$ cat src/rtl/cpuslew_pkg.sv
package cpuslew_pkg;
  localparam int SEL_W       = 3;
  localparam int NUM_ENTRIES = 1 << SEL_W;
  localparam int DIV_W       = 2;

  typedef enum logic [DIV_W-1:0] {
    DIV_BY1 = 2'b00,
    DIV_BY2 = 2'b01,
    DIV_BY4 = 2'b10
  } postDiv_e;

  typedef struct packed {
    logic             latchTarget;
    logic             rampTick;
    logic [SEL_W-1:0] newIdx;
  } ctlStrobe_t;
endpackage

$ cat src/rtl/cpuslew_ctrl.sv
module cpuslew_ctrl
  import cpuslew_pkg::*;
#(
  parameter int DEB_TICKS = 3
) (
  input  logic             clk,
  input  logic             rstN,
  input  logic [SEL_W-1:0] selIn,
  input  logic             suspendMode,
  input  logic             tickIn,
  output ctlStrobe_t       strb,
  output logic             suspendOut
);
  localparam int CNT_W = $clog2(DEB_TICKS + 1);
  localparam logic [CNT_W-1:0] CNT_TOP = CNT_W'(DEB_TICKS);
  localparam logic [CNT_W-1:0] CNT_ARM = CNT_W'(DEB_TICKS - 1);

  logic [SEL_W-1:0] syncA, syncB;
  logic [SEL_W-1:0] candIdx;
  logic [CNT_W-1:0] stableCnt;
  logic [SEL_W-1:0] liveIdx;

  // two-flop synchronizer on the select pins
  always_ff @(posedge clk) begin
    if (!rstN) begin
      syncA <= '0;
      syncB <= '0;
    end else begin
      syncA <= selIn;
      syncB <= syncA;
    end
  end

  // in suspend mode the top bit is not part of the index
  always_comb begin
    liveIdx = syncB;
    if (suspendMode) liveIdx[SEL_W-1] = 1'b0;
  end

  // debounce: candidate must hold for DEB_TICKS ticks
  always_ff @(posedge clk) begin
    if (!rstN) begin
      candIdx   <= '0;
      stableCnt <= CNT_TOP;
    end else if (liveIdx != candIdx) begin
      candIdx   <= liveIdx;
      stableCnt <= '0;
    end else if (tickIn && (stableCnt != CNT_TOP)) begin
      stableCnt <= stableCnt + 1'b1;
    end
  end

  always_comb begin
    strb.rampTick    = tickIn;
    strb.latchTarget = tickIn && (liveIdx == candIdx) && (stableCnt == CNT_ARM);
    strb.newIdx      = candIdx;
  end

  assign suspendOut = suspendMode & ~syncB[SEL_W-1];

  // a latch never follows a change of the decoded select in the previous cycle
  assert_latch_stable_R4: assert property (@(posedge clk) disable iff (!rstN)
    strb.latchTarget |-> (liveIdx == $past(liveIdx)));

  // no suspend request outside suspend mode
  assert_suspend_mode_R9: assert property (@(posedge clk) disable iff (!rstN)
    suspendOut |-> suspendMode);
endmodule

$ cat src/rtl/cpuslew_datapath.sv
module cpuslew_datapath
  import cpuslew_pkg::*;
#(
  parameter int CODE_W   = 8,
  parameter int STEP_W   = 5,
  parameter int STEP_MAX = 20,
  parameter int RST_CODE = 8
) (
  input  logic              clk,
  input  logic              rstN,
  input  ctlStrobe_t        strb,
  input  logic              tableWrEn,
  input  logic [SEL_W-1:0]  tableWrIdx,
  input  logic [CODE_W-1:0] tableWrCode,
  input  logic [DIV_W-1:0]  tableWrDiv,
  input  logic [STEP_W-1:0] stepSize,
  input  logic [CODE_W-1:0] minCode,
  input  logic [CODE_W-1:0] maxCode,
  output logic [CODE_W-1:0] freqCode,
  output logic [DIV_W-1:0]  postDiv,
  output logic              settled
);
  localparam logic [CODE_W-1:0] STEP_CAP  = CODE_W'(STEP_MAX);
  localparam logic [CODE_W-1:0] CODE_INIT = CODE_W'(RST_CODE);

  logic [CODE_W-1:0] entryCode [NUM_ENTRIES];
  logic [DIV_W-1:0]  entryDiv  [NUM_ENTRIES];
  logic [CODE_W-1:0] wrClamped;
  logic [DIV_W-1:0]  wrDivFix;
  logic [SEL_W-1:0]  activeIdx;
  logic [CODE_W-1:0] curCode;
  logic [CODE_W-1:0] targetCode;
  logic [CODE_W-1:0] stepWide, effStep, gap, move, nextCode;
  logic              rampUp;

  // clamp on load
  always_comb begin
    if (tableWrCode < minCode)      wrClamped = minCode;
    else if (tableWrCode > maxCode) wrClamped = maxCode;
    else                            wrClamped = tableWrCode;
    wrDivFix = (tableWrDiv == 2'b11) ? DIV_BY4 : tableWrDiv;
  end

  for (genvar e = 0; e < NUM_ENTRIES; e++) begin : gEntry
    logic [CODE_W-1:0] codeQ;
    logic [DIV_W-1:0]  divQ;
    always_ff @(posedge clk) begin
      if (!rstN) begin
        codeQ <= CODE_INIT;
        divQ  <= DIV_BY1;
      end else if (tableWrEn && (tableWrIdx == SEL_W'(e))) begin
        codeQ <= wrClamped;
        divQ  <= wrDivFix;
      end
    end
    assign entryCode[e] = codeQ;
    assign entryDiv[e]  = divQ;
  end

  always_ff @(posedge clk) begin
    if (!rstN) activeIdx <= '0;
    else if (strb.latchTarget) activeIdx <= strb.newIdx;
  end

  assign targetCode = entryCode[activeIdx];

  // bounded step towards the target
  always_comb begin
    stepWide = CODE_W'(stepSize);
    if (stepWide == '0)          effStep = CODE_W'(1);
    else if (stepWide > STEP_CAP) effStep = STEP_CAP;
    else                          effStep = stepWide;
    rampUp   = curCode < targetCode;
    gap      = rampUp ? (targetCode - curCode) : (curCode - targetCode);
    move     = (gap < effStep) ? gap : effStep;
    nextCode = rampUp ? (curCode + move) : (curCode - move);
  end

  always_ff @(posedge clk) begin
    if (!rstN) curCode <= CODE_INIT;
    else if (strb.rampTick) curCode <= nextCode;
  end

  assign freqCode = curCode;
  assign postDiv  = entryDiv[activeIdx];
  assign settled  = (curCode == targetCode);

  // code only moves on a tick
  assert_hold_no_tick_R5: assert property (@(posedge clk) disable iff (!rstN)
    !strb.rampTick |=> $stable(curCode));

  // rising ramp never passes its target
  assert_no_overshoot_up_R5: assert property (@(posedge clk) disable iff (!rstN)
    (strb.rampTick && (curCode <= targetCode)) |=> (curCode <= $past(targetCode)));

  // falling ramp never passes its target
  assert_no_overshoot_dn_R5: assert property (@(posedge clk) disable iff (!rstN)
    (strb.rampTick && (curCode >= targetCode)) |=> (curCode >= $past(targetCode)));

  // one tick never moves further than the cap
  assert_step_cap_R6: assert property (@(posedge clk) disable iff (!rstN)
    strb.rampTick |=> ((curCode >= $past(curCode) ? curCode - $past(curCode)
                                                   : $past(curCode) - curCode) <= STEP_CAP));

  // a written entry lies inside the window of its write cycle
  assert_write_clamp_R2: assert property (@(posedge clk) disable iff (!rstN)
    (tableWrEn && (minCode <= maxCode)) |=>
      ((entryCode[$past(tableWrIdx)] >= $past(minCode)) &&
       (entryCode[$past(tableWrIdx)] <= $past(maxCode))));

  // the divider output never shows the unused encoding
  assert_div_encoding_R3: assert property (@(posedge clk) disable iff (!rstN)
    postDiv != 2'b11);

  // a settled code stays settled without tick or write
  assert_settled_hold_R8: assert property (@(posedge clk) disable iff (!rstN)
    (settled && !strb.rampTick && !tableWrEn) |=> settled);
endmodule

$ cat src/rtl/cpu_slew_sel.sv
module cpu_slew_sel
  import cpuslew_pkg::*;
#(
  parameter int CODE_W    = 8,
  parameter int STEP_W    = 5,
  parameter int STEP_MAX  = 20,
  parameter int RST_CODE  = 8,
  parameter int DEB_TICKS = 3
) (
  input  logic              clk,
  input  logic              rstN,
  input  logic [2:0]        selIn,
  input  logic              suspendMode,
  input  logic              tickIn,
  input  logic [STEP_W-1:0] stepSize,
  input  logic [CODE_W-1:0] minCode,
  input  logic [CODE_W-1:0] maxCode,
  input  logic              tableWrEn,
  input  logic [2:0]        tableWrIdx,
  input  logic [CODE_W-1:0] tableWrCode,
  input  logic [1:0]        tableWrDiv,
  output logic [CODE_W-1:0] freqCode,
  output logic [1:0]        postDiv,
  output logic              settled,
  output logic              suspendOut
);
  ctlStrobe_t strb;

  cpuslew_ctrl #(.DEB_TICKS(DEB_TICKS)) uCtrl (
    .clk(clk), .rstN(rstN), .selIn(selIn), .suspendMode(suspendMode),
    .tickIn(tickIn), .strb(strb), .suspendOut(suspendOut)
  );

  cpuslew_datapath #(
    .CODE_W(CODE_W), .STEP_W(STEP_W), .STEP_MAX(STEP_MAX), .RST_CODE(RST_CODE)
  ) uData (
    .clk(clk), .rstN(rstN), .strb(strb),
    .tableWrEn(tableWrEn), .tableWrIdx(tableWrIdx), .tableWrCode(tableWrCode),
    .tableWrDiv(tableWrDiv), .stepSize(stepSize), .minCode(minCode), .maxCode(maxCode),
    .freqCode(freqCode), .postDiv(postDiv), .settled(settled)
  );
endmodule

$ cat config.mk
export PLATFORM = sky130hd
export DESIGN_NAME = cpu_slew_sel
export DESIGN_NICKNAME = d
export VERILOG_FILES = /design/src/rtl/cpuslew_pkg.sv /design/src/rtl/cpuslew_ctrl.sv /design/src/rtl/cpuslew_datapath.sv /design/src/rtl/cpu_slew_sel.sv
export SDC_FILE = /design/constraint.sdc
export NUM_CORES = 1
export LEC_CHECK = 0
export BUFFER_PORTS_ARGS = -buffer_cell sky130_fd_sc_hd__buf_4
export CORE_MARGIN = 2
export CORE_UTILIZATION = 45
export DETAILED_ROUTE_END_ITERATION = 6
export GPL_ROUTABILITY_DRIVEN = 0
export HOLD_SLACK_MARGIN = 0.15
export SLEW_MARGIN = 25
export SYNTH_ARGS = -nofsm -noshare
export SYNTH_HDL_FRONTEND = slang
export SYNTH_SLANG_ARGS = --single-unit
$ cat constraint.sdc
create_clock -name clk -period 13.5 [get_ports clk]
set_input_delay 2.7 -clock clk [delete_from_list [all_inputs] [get_ports clk]]
set_output_delay 2.7 -clock clk [all_outputs]
set_load 0.1 [all_outputs]
* Word-level counts from Yosys, hierarchy flattened
Index checks and enable logic that the tools add are counted.
** Storage, ports and cells
- Bits in read-only memories :: 0
- Memories kept :: 0
- Output and inout bits :: 12
- Bits in writable memories :: 0
- Latch bits :: 0
- Register bits :: 102
** Operators by class
- Magnitude comparators :: 6
- Bitwise gates (word level) :: 3
- Div/mod/pow operators :: 0
- Reduce and logical (&&, ||, !) cells :: 14
- Muxes and demuxes :: 17
- Multiply operators :: 0
- Equality and inequality tests :: 13
- Shift-type cells :: 0
- $add $sub $neg :: 5
** Operators with widths (count)
- 2-to-1 mux 8 bit :: 8
- binary-select mux 8 bit (select 3 bit) :: 1
- less-than comparator 8 bit :: 3
- subtractor 8 bit :: 3
- == test 3 bit (second input constant) :: 4
- logical AND 1 bit :: 11
- 2-to-1 mux 2 bit :: 5
- adder 8 bit :: 1
- == test 8 bit :: 1
- > comparator 8 bit :: 1
- binary-select mux 2 bit (select 3 bit) :: 1
- == test 3 x 2 -> 1 bit (second input constant) :: 2
- > comparator 5 bit (second input constant) :: 1
- logical NOT 5 bit :: 1
- 2-to-1 mux 5 bit :: 1
- == test 2 bit (second input constant) :: 2
- greater-or-equal comparator 4 bit (second input constant) :: 1
- inverter 3 -> 4 bit :: 1
- == test 3 x 1 -> 1 bit (second input constant) :: 1
- == test 3 bit :: 1
- logical NOT 3 bit :: 1
- inequality test 3 bit :: 1
- adder 2 x 1 -> 2 bit (second input constant) :: 1
- inequality test 2 bit (second input constant) :: 1
- 4 further kinds :: 4

* Depth between registers and ports, before layout
Gate-level depths: netlist (run 1).
- Word-level depth :: 10
- Depth in mapped cells :: 32
- Mapped depth without buffers :: 30

* Hierarchy
Synthesis (run 1) repeated with hierarchy kept, for this count alone.
** Unflattened totals
- Cells, all modules :: 744
- Area total of the unflattened synthesis :: 6501.2 um^2
** By module, submodules not included
- cpuslew_datapath :: area each 6067.1 um^2, instances 1, cells an instance 704
- cpuslew_ctrl :: area each 434.2 um^2, instances 1, cells an instance 40

* Worst setup path after synthesis (run 1)
OpenSTA, ideal clock, no wires.
- Path type :: input-to-output
- From :: input suspendMode
- To :: output suspendOut
- Slack :: 6.766 ns
- Stages :: 1
- Arrival :: 4.034 ns
- Cells stage by stage :: nor2b_1
** On the way
- Cells in the longest elaborated chain, start to end :: 1
** Ends and longest elaborated chain
- start: declaration :: RTL line cpu_slew_sel.sv:13 : input logic suspendMode,
- bitwise AND 1 bit :: RTL line cpuslew_ctrl.sv:59 : assign suspendOut = suspendMode & ~syncB[SEL_W-1];
- end: declaration :: RTL line cpu_slew_sel.sv:25 : output logic suspendOut
No other way between the ends.

* Final worst setup path (run 1)
- From :: register uData.activeIdx[0]
- To :: register uData.curCode[7] (netlist: uData.freqCode[7])
** On the way
- Cells in the longest elaborated chain, start to end :: 10
- Elaborated cells on any way between the ends :: 13
- Classes of those cells :: 4 x add/sub; 2 x order compare; 6 x mux; 1 x bitwise
** Ends and longest elaborated chain
- start: declaration :: RTL line cpuslew_datapath.sv:30 : logic [SEL_W-1:0] activeIdx;
- start signal: assignment :: RTL line cpuslew_datapath.sv:62 : else if (strb.latchTarget) activeIdx <= strb.newIdx;
- inverter 3 -> 4 bit (not written as such) (*) :: RTL line cpuslew_datapath.sv:65 : assign targetCode = entryCode[activeIdx];
- binary-select mux 8 bit (select 3 bit) (*) :: RTL line cpuslew_datapath.sv:65
- 2-to-1 mux 8 bit (not written as such) (*) (2 in series) :: RTL line cpuslew_datapath.sv:65
- subtractor 8 bit / less-than comparator 8 bit (equally long branches) :: RTL line cpuslew_datapath.sv:74, cpuslew_datapath.sv:73
- 2-to-1 mux 8 bit :: RTL line cpuslew_datapath.sv:74 : gap = rampUp ? (targetCode - curCode) : (curCode - targetCode);
- less-than comparator 8 bit :: RTL line cpuslew_datapath.sv:75 : move = (gap < effStep) ? gap : effStep;
- 2-to-1 mux 8 bit :: RTL line cpuslew_datapath.sv:75
- subtractor 8 bit / adder 8 bit (equally long branches) :: RTL line cpuslew_datapath.sv:76 : nextCode = rampUp ? (curCode + move) : (curCode - move);
- 2-to-1 mux 8 bit (*) :: RTL line cpuslew_datapath.sv:76
- end signal: assignment :: RTL line cpuslew_datapath.sv:81 : else if (strb.rampTick) curCode <= nextCode;
- end: declaration :: RTL line cpuslew_datapath.sv:31 : logic [CODE_W-1:0] curCode;
Every way passes the cells marked *; elsewhere a longest branch is shown, timed or not. The select of a mux whose other input is x is not followed.
A chain may end at the register's enable or synchronous reset.

==> run_results.csv, run 1 <==
group,metric,value,unit
setup_path,crit_slowest_cell,"nor4_4",
clock_tree,cts_hold_buf,0,
grt,grt_pass1_vias,5565,
finish,final_area,0.00737,mm²
grt,antenna_found_initial,0,
floorplan,start_util,45.5,%
timing,fin_crit_sh,56.7,%
job,drv_cap,0,
grt,grt_remaining_overflow,0,
drt,dr.pass1.iters,6,
clock_tree,cts.sinks,102,
setup_path,max_stage_delay,0.59,ns
drt,vias,5887,
min_path,worstHoldPathCells,1,
setup_path,cp_data_required_time,13.74,ns
drt,drtIter0Drc,724,
setup_path,path_class,"reg -> reg",
clock_tree,cts_tree,"yes",
power_and_ir_drop,cellPowerDensity,176,mW/mm²
status,run_status,"finished, final reports clean",
synth,ys_seq_area_share,31.3,%
finish,final_net_count,859,
finish,final_core_util,51.3,%
floorplan,die_y,124,µm
power_and_ir_drop,finalPower,1.30,mW
synth,syn_area,0.00653,mm²
finish,fin_cells,958,
synth,synth-seq-cells,102,
place,dp.cells,942,
synth,synth-edff-count,0,
min_path,hold_start,"uCtrl.syncA[2]$_SDFF_PN0_",
setup_path,rr_worst_depth,30,
drt,routedWlPerCell,19.9,µm
synth,synth_area_leader_cell,"dfxtp_1",
place,pre_cts_ws,5.90,ns
setup_path,start_kind,"flip-flop",
clock_tree,clkSlewWorstSetupHoldPaths,0.07,ns
synth,synth_top_area_share,31.3,%
timing,rsz0062_at_grt,"false",
place,post_dp_cell_area,0.00703,mm²
floorplan,num_io_pins,54,
grt,grt_max_degree,98,
synth,yosysUniqueCellTypes,52,
setup_path,worstPathMaxFanout,21,
clock_tree,cts_root_buf,"clkbuf_16",
timing,slew_headroom,38.6,%
finish,drive_gt1_share,14.5,%
synth,ys.flop_type,"dfxtp_1",
floorplan,die-area,0.0155,mm²
timing,slew_violations,0,
timing,setup_viol,0,
drt,viasPerCell,6.15,
synth,synth_nets,839,
floorplan,die_x,124,µm
grt,grt_usage,24.5,%
synth,ys_warn_count,0,
synth,syn_avg_cell_area,8.72,µm²
timing,fmax,131,MHz
timing,worst_slack,5.85,ns
setup_path,critPathArrivalTime,7.89,ns
synth,netlist_top_cells_area,"dfxtp_1, nand3_1, ha_1",
clock_tree,cts-resized-gates,0,
setup_path,crit_start,"uData.activeIdx[0]$_SDFFE_PN0P_",
setup_path,endpoint_kind,"flip-flop",
place,hpwlAfterDp,12700,µm
min_path,hold_class,"reg -> reg",
clock_tree,numCtsBuffers,9,
timing,period_minus_slack,7.65,ns
clock_tree,postCtsSetupBuffers,0,
place,io_buffers,53,
floorplan,row_count,44,
timing,skew,0.00677,ns
timing,whs,0.443,ns
synth,async_flop_share,0,%
drt,drc,0,
timing,worst_slew_pin_slew,0.895,ns
drt,wl,19100,µm
floorplan,core_area,0.0144,mm²
setup_path,r2r_start,"uData.activeIdx[0]$_SDFFE_PN0P_",
finish,diodes,0,
clock_tree,clock_latency,0.35,ns
drt,route.antenna.remaining_nets,0,
power_and_ir_drop,peakVddDrop,0.0850,mV
clock_tree,htree_levels,3,
grt,grt_pass1_wl,30200,µm
timing,tns,0,ns
clock_tree,cts_buffer_depth,2,
timing,finalHoldViolCount,0,
finish,synthToLayoutAreaGrowth,12.9,%
synth,netlist_instances,749,
power_and_ir_drop,p_leak,2.89,nW
[cell families after synthesis]
family | share of synthesized area (%)
fa+ha+maj | 9.54
buf+inv | 6.09
compound gates | 18.5
mux | 11.6
flops | 31.3
simple gates | 20.7
xor+xnor | 2.28
[final cells by class]
type / instances / area (µm²)
Timing Repair Buffer: 66 / 495
Fill cell: 1360 / 7000
Multi-Input combinational cell: 548 / 4100
Tap cell: 184 / 230
Clock buffer: 12 / 267
Clock inverter: 4 / 76.3
Sequential cell: 102 / 2040
Inverter: 42 / 158
[layer usage]
layer	GRT usage [%]	share of wire [%]	vias to the layer above
li1	-	-	2798
met1	32.1	42	2812
met2	41.1	48	243
met3	4.47	7.2	34
met4	7.60	2.2	0
met5	0	0	-
[cell usage in the layout (no fill, tap or decap), types with 3 or more instances in the layout]
master / count
o221ai_1: 56
nand4_1: 3
a21o_1: 9
mux4_2: 20
o21a_1: 5
o21ai_0: 16
o211ai_1: 16
a21oi_1: 18
fa_1: 3
clkbuf_8: 3
nand3_1: 121
nand2b_1: 13
nand2_1: 74
mux2i_1: 25
dfxtp_1: 102
nor3_1: 5
a21boi_0: 17
inv_1: 42
nor2_1: 22
and2_1: 10
xor2_1: 4
clkbuf_16: 9
buf_4: 66
nor2b_1: 17
mux2_2: 3
ha_1: 45
xnor2_1: 13
[synth_stat cells, types with 4 or more instances]
library cell,count
nand3_1,121
dfxtp_1,102
nand2_1,74
o221ai_1,56
clkbuf_1,46
ha_1,45
inv_1,42
mux2i_1,25
nor2_1,22
mux4_2,20
a21oi_1,18
a21boi_0,17
nor2b_1,17
o211ai_1,16
o21ai_0,16
nand2b_1,13
xnor2_1,13
and2_1,10
a21o_1,9
buf_1,7
nor3_1,5
o21a_1,5
xor2_1,4
[sequential cells by signal, indices dropped and copies added (netlist names)]
signal              flops
uData.freqCode          8
uCtrl.syncA             3
uCtrl.candIdx           3
uData.gEntry.divQ      16
uData.gEntry.codeQ     64
uCtrl.syncB             3
uCtrl.stableCnt         2
uData.activeIdx         3
[report_power, final]
group	switching, mW	internal (mW)
clock network	0.119	0.178
logic	0.404	0.263
registers	0.0190	0.318
total	0.542	0.759
[worst paths after layout]
kind                               endpoint  slack (ns)
max reg2reg  uData.freqCode[7]$_SDFFE_PN0P_        5.85
min reg2reg       uCtrl.syncB[2]$_SDFF_PN0_        0.44
min               uCtrl.syncB[2]$_SDFF_PN0_        0.44
max          uData.freqCode[7]$_SDFFE_PN0P_        5.85
[worst max-delay path: cells and delay by family (launching register included)]
family          cells  cell delay, ns
fa+ha+maj           4            1.31
simple gates        7            1.45
mux                 5            1.51
xor+xnor            1            0.41
buf+inv             3            0.53
flops               1            0.31
compound gates     10            2.01
Note: power is estimated with default switching activity, not from simulation.
==> inputs of run 2 (changes only) <==
Settings changed: ABC_AREA set to 1.
Clock period 13.5 ns to 7.2 ns, I/O delays scaled along.
==> run_results.csv, run 2 <==
group,metric,value,unit
setup_path,worstPathMaxFanout,24,
drt,vias,6119,
setup_path,r2r_start,"uData.activeIdx[0]$_SDFFE_PN0P_",
place,hpwlAfterDp,12200,µm
synth,netlist_top_cells_area,"dfxtp_1, inv_1, o21ai_0",
finish,synthToLayoutAreaGrowth,13.4,%
drt,route.antenna.remaining_nets,0,
floorplan,core_area,0.0144,mm²
power_and_ir_drop,switching_share,47.7,%
clock_tree,cts.sinks,102,
floorplan,row_count,44,
timing,skew,0.0130,ns
power_and_ir_drop,finalPower,2.71,mW
setup_path,cp-endpoint,"uData.freqCode[7]$_SDFFE_PN0P_",
synth,yosysUniqueCellTypes,36,
power_and_ir_drop,cellPowerDensity,365,mW/mm²
setup_path,start_kind,"flip-flop",
synth,ys.flop_type,"dfxtp_1",
job,drv_cap,0,
grt,grt_util_met2,36.9,%
clock_tree,cts_tree,"yes",
timing,period_minus_slack,6.27,ns
setup_path,r2r_end,"uData.freqCode[7]$_SDFFE_PN0P_",
grt,grt_max_degree,41,
floorplan,num_io_pins,54,
floorplan,die-area,0.0155,mm²
drt,drtIter0Drc,362,
place,io_buffers,53,
finish,fin_cells,1254,
clock_tree,postCtsSetupBuffers,0,
drt,drc,0,
clock_tree,cts_root_buf,"clkbuf_16",
setup_path,path_class,"reg -> reg",
floorplan,die_y,125,µm
grt,grtUsageMet3,2.71,%
synth,synth_area_leader_cell,"dfxtp_1",
finish,diodes,0,
finish,layout_common_cells,"inv_1, nand2_1, o21ai_0",
synth,synth_nets,1117,
timing,slew_violations,0,
finish,final_net_count,1155,
setup_path,critPathArrivalTime,6.56,ns
power_and_ir_drop,p_clk_share,18.9,%
synth,netlist_instances,1027,
finish,final_area,0.00743,mm²
finish,top_register,"uData.gEntry.codeQ",
setup_path,endpoint_kind,"flip-flop",
synth,ys_warn_count,0,
timing,rsz0062_at_grt,"false",
timing,fin_crit_sh,87.1,%
floorplan,die_x,125,µm
clock_tree,cts_buffer_depth,2,
min_path,hold_start,"uCtrl.syncA[1]$_SDFF_PN0_",
power_and_ir_drop,intPower,1.42,mW
finish,drive_gt1_share,10.0,%
synth,ys_seq_area_share,31.2,%
timing,fmax,160,MHz
grt,grt_remaining_overflow,0,
power_and_ir_drop,peakVddDrop,0.167,mV
power_and_ir_drop,combPwrFrac,57.3,%
drt,viasPerCell,4.88,
floorplan,start_util,45.6,%
synth,yosysMostFrequentCell,"inv_1",
finish,final_common_cell,"inv_1",
timing,tns,0,ns
synth,syn_area,0.00656,mm²
timing,finalHoldViolCount,0,
grt,grt_pass1_wl,27500,µm
clock_tree,cts-resized-gates,0,
timing,setup_viol,0,
place,post_dp_cell_area,0.00711,mm²
setup_path,cpMostUsedCell,"nand2_1",
power_and_ir_drop,pwr-share-seq,23.8,%
grt,busiest_layer,"met2",
setup_path,max_stage_delay,0.50,ns
min_path,hold_class,"reg -> reg",
drt,routedWlPerCell,13.1,µm
power_and_ir_drop,p_leak,3.94,nW
clock_tree,numCtsBuffers,9,
synth,synth-edff-count,0,
setup_path,r2r_slack,0.93,ns
synth,async_flop_share,0,%
synth,syn_avg_cell_area,6.38,µm²
setup_path,cp_data_required_time,7.49,ns
clock_tree,clock_latency,0.35,ns
setup_path,rr_worst_depth,39,
power_and_ir_drop,p_switching,1.30,mW
place,dp.cells,1238,
setup_path,crit_start,"uData.activeIdx[0]$_SDFFE_PN0P_",
synth,synth.cells.most_frequent,"inv_1, nand2_1, o21ai_0, nor2_1, dfxtp_1",
grt,grt_pass1_vias,5654,
drt,wl,16400,µm
drt,dr.pass1.iters,5,
synth,synth-seq-cells,102,
timing,slew_headroom,23.2,%
timing,worst_slew_pin_slew,1.14,ns
clock_tree,htree_levels,3,
grt,grt_usage,21.4,%
status,run_status,"finished, final reports clean",
clock_tree,cts_hold_buf,0,
clock_tree,clkSlewWorstSetupHoldPaths,0.08,ns
finish,largest_reg_flops,64,
setup_path,crit_slowest_cell,"inv_1",
grt,antenna_found_initial,0,
grt,met1_usage,27.6,%
synth,synth_top_area_share,31.2,%
finish,num-fill-cells,1513,
-- run 2: how the worst min path moves through the flow --
stage | endpoint | slack, ns | depth (start not counted)
finish | uCtrl.syncB[1]$_SDFF_PN0_ | 0.42 | 2
CTS | uCtrl.syncB[2]$_SDFF_PN0_ | 0.42 | 2
global placement | uCtrl.syncB[1]$_SDFF_PN0_ | 0.39 | 2
detailed placement | uCtrl.syncB[2]$_SDFF_PN0_ | 0.40 | 2
global route | uCtrl.syncB[1]$_SDFF_PN0_ | 0.44 | 2
floorplan | uCtrl.syncB[0]$_SDFF_PN0_ | 0.39 | 2
-- run 2: worst max-delay path, delay by kind of cell (launching register included) --
family                   cells  cell delay (ns)
AO/OA/AOI/OAI                8             1.81
adder cells (fa/ha/maj)      4             1.37
buffers and inverters        6             0.84
flip-flops                   1             0.31
AND/OR/NAND/NOR             21             1.87
-- run 2: area by class of cell --
type	instances	area, µm²	area share, %
multi-input cells	682	3580	48.2
flip-flops and latches	102	2040	27.5
inverters	205	769	10.4
repair buffers	65	488	6.57
clock buffers	10	239	3.22
well taps	184	230	3.10
clock inverters	6	77.6	1.04
-- run 2: metrics by stage --
step / setup slack [ns] / hold WS [ns] / util, %
finish: 0.930 / 0.415 / 51.7
global route: 0.184 / 0.444 / 51.7
CTS: 0.924 / 0.418 / 51.7
detailed placement: 0.966 / 0.400 / 49.5
global placement: 1.15 / 0.392 / 49.5
floorplan: 1.17 / 0.390 / -
-- run 2: cells by family after synthesis --
kind of cell | count (synthesis) | share of synthesized area [%]
and+or+nand+nor | 357 | 22.4
AOI/OAI and AO/OA | 263 | 20.9
buffers and inverters | 243 | 14.2
DFF | 102 | 31.2
adders and majority gates | 48 | 9.51
xor gates and xnor gates | 14 | 1.87
-- run 2: metal layers --
layer  routed length, µm  part of all wire, %
met5                   0                    0
met4                 426                  2.6
met3                 538                  3.3
met2                7750                   47
met1                7710                   47
-- run 2: power by group through the flow --
stage,registers [mW],clock network (mW),logic (mW)
after floorplan,0.751,0,1.15
after global placement,0.658,0,1.54
after detailed placement,0.658,0,1.55
after CTS,0.645,0.520,1.56
after global routing,0.649,0.543,1.77
final,0.646,0.514,1.55
==> inputs of run 3 (changes only) <==
Settings changed: ABC_AREA 1 to unset, CTS_BUF_LIST set to sky130_fd_sc_hd__clkbuf_8 sky130_fd_sc_hd__clkbuf_16.
==> run_results.csv, run 3 (synthesized netlist as in run 1, its figures left out) <==
group,metric,value,unit
place,io_buffers,53,
setup_path,rr_worst_depth,31,
finish,final_core_util,51.7,%
timing,fin_crit_sh,92.8,%
drt,route.antenna.remaining_nets,0,
clock_tree,clock_latency,0.35,ns
floorplan,die_y,124,µm
setup_path,cpMostUsedCell,"ha_1",
setup_path,r2r_end,"uData.freqCode[7]$_SDFFE_PN0P_",
clock_tree,clkSlewWorstSetupHoldPaths,0.07,ns
setup_path,crit_slowest_cell,"mux4_2",
power_and_ir_drop,cellPowerDensity,326,mW/mm²
setup_path,max_stage_delay,0.52,ns
floorplan,row_count,44,
setup_path,cp_data_required_time,7.44,ns
grt,grt_usage,24.1,%
drt,wl,18800,µm
place,hpwlAfterDp,12900,µm
timing,fmax,150,MHz
setup_path,endpoint_kind,"flip-flop",
drt,viasPerCell,6.11,
setup_path,critPathArrivalTime,6.92,ns
setup_path,path_class,"reg -> reg",
floorplan,die_x,124,µm
status,run_status,"finished, final reports clean",
timing,setup_viol,0,
floorplan,die-area,0.0155,mm²
grt,grtUsageMet3,3.74,%
timing,slew_violations,0,
floorplan,start_util,45.5,%
power_and_ir_drop,p_leak,2.93,nW
clock_tree,cts_tree,"yes",
finish,final_common_cell,"nand3_1",
min_path,hold_class,"reg -> reg",
clock_tree,htree_levels,3,
place,post_dp_cell_area,0.00708,mm²
drt,drc,0,
floorplan,core_area,0.0144,mm²
finish,final_net_count,866,
drt,vias,5897,
drt,dr.pass1.iters,5,
finish,layout_common_cells,"nand3_1, dfxtp_1, nand2_1",
grt,busiest_layer,"met2",
job,drv_cap,0,
finish,final_area,0.00743,mm²
floorplan,num_io_pins,54,
timing,skew,0.00753,ns
setup_path,r2r_slack,0.52,ns
grt,grt_util_met2,41.9,%
setup_path,critPathTopFamily,"compound AO/OA/AOI/OAI gates",
finish,top_register,"uData.gEntry.codeQ",
timing,period_minus_slack,6.68,ns
finish,synthToLayoutAreaGrowth,13.8,%
grt,antenna_found_initial,0,
grt,grt_pass1_wl,30200,µm
grt,grt_max_degree,112,
place,dp.cells,949,
setup_path,cp.depth,31,
setup_path,crit_start,"uData.activeIdx[0]$_SDFFE_PN0P_",
timing,worst_slew_pin_slew,1.02,ns
timing,rsz0062_at_grt,"false",
place,pre_cts_ws,0.306,ns
clock_tree,numCtsBuffers,9,
clock_tree,cts_buffer_depth,2,
grt,grt_remaining_overflow,0,
timing,whs,0.434,ns
setup_path,start_kind,"flip-flop",
finish,num-fill-cells,1318,
timing,finalHoldViolCount,0,
timing,slew_headroom,31.7,%
timing,worst_slack,0.521,ns
power_and_ir_drop,peakVddDrop,0.148,mV
grt,grt_pass1_vias,5726,
setup_path,r2r_start,"uData.activeIdx[0]$_SDFFE_PN0P_",
finish,drive_gt1_share,16.1,%
power_and_ir_drop,finalPower,2.42,mW
finish,diodes,0,
timing,tns,0,ns
finish,largest_reg_flops,64,
clock_tree,cts.sinks,102,
setup_path,path_buf_inv,5,
grt,met1_usage,30.9,%
setup_path,cp-endpoint,"uData.freqCode[7]$_SDFFE_PN0P_",
drt,drtIter0Drc,544,
setup_path,worstPathMaxFanout,14,
drt,routedWlPerCell,19.5,µm
finish,fin_cells,965,
clock_tree,cts_root_buf,"clkbuf_16",
## run 3: changes by cell type in the layout (fill, tap and decap cells not counted), sizes merged, moves of 11 or more
cell	change
nand3	+91
o21ai	-129
nand2	-108
mux2i	+26
nand2b	+13
o211ai	+12
nor2	-113
inv	-159
and2	+11
o221ai	+56
a21oi	-77
mux4	+20
a21boi	+16
nor2b	+17
## run 3: report_power, final
| part | internal, mW | total, mW | switching, mW |
|---|---|---|---|
| clock network | 0.271 | 0.500 | 0.228 |
| registers | 0.596 | 0.633 | 0.0371 |
| logic | 0.533 | 1.29 | 0.756 |
| total | 1.40 | 2.42 | 1.02 |
## run 3: layer usage
layer | part of all wire [%] | vias up
met5 | 0 | -
met4 | 1.8 | 0
met1 | 43 | 2855
li1 | - | 2810
met2 | 50 | 205
met3 | 5.6 | 27
## run 3: cell type report
| type | count | area (µm²) | area share (%) |
|---|---|---|---|
| inverter | 42 | 158 | 2.12 |
| tap | 184 | 230 | 3.10 |
| multi-input combinational | 548 | 4140 | 55.7 |
| clock buffer | 9 | 225 | 3.03 |
| sequential | 102 | 2040 | 27.5 |
| timing repair buffer | 73 | 563 | 7.58 |
| clock inverter | 7 | 71.3 | 0.960 |
## run 3: how the worst min path moves through the flow
stage	slack, ns	cells after the start	from	to
2_1_floorplan	0.41	1	uCtrl.syncA[0]$_SDFF_PN0_	uCtrl.syncB[0]$_SDFF_PN0_
3_3_place_gp	0.41	1	uCtrl.syncA[2]$_SDFF_PN0_	uCtrl.syncB[2]$_SDFF_PN0_
3_5_place_dp	0.42	1	uCtrl.syncA[2]$_SDFF_PN0_	uCtrl.syncB[2]$_SDFF_PN0_
4_1_cts	0.44	1	uCtrl.syncA[2]$_SDFF_PN0_	uCtrl.syncB[2]$_SDFF_PN0_
5_1_grt	0.46	1	uCtrl.syncA[0]$_SDFF_PN0_	uCtrl.syncB[0]$_SDFF_PN0_
6_report	0.43	1	uCtrl.syncA[2]$_SDFF_PN0_	uCtrl.syncB[2]$_SDFF_PN0_
## run 3: timing repair
| item | 4_1_cts | 5_1_grt |
|---|---|---|
| hold buffers | 0 | 0 |
| gates resized for setup | 0 | 13 |
| buffers inserted | 0 | 0 |
| endpoints found under the setup margin | 0 | 2 |
## run 3: worst reg2reg max path: cells and delay by family, from the launching register on
kind | cells | cell delay, ns
AOI/OAI and AO/OA | 11 | 2.16
adders and majority gates | 4 | 1.19
muxes | 4 | 1.08
and+or+nand+nor | 7 | 1.04
buffers and inverters | 5 | 0.73
DFF | 1 | 0.37
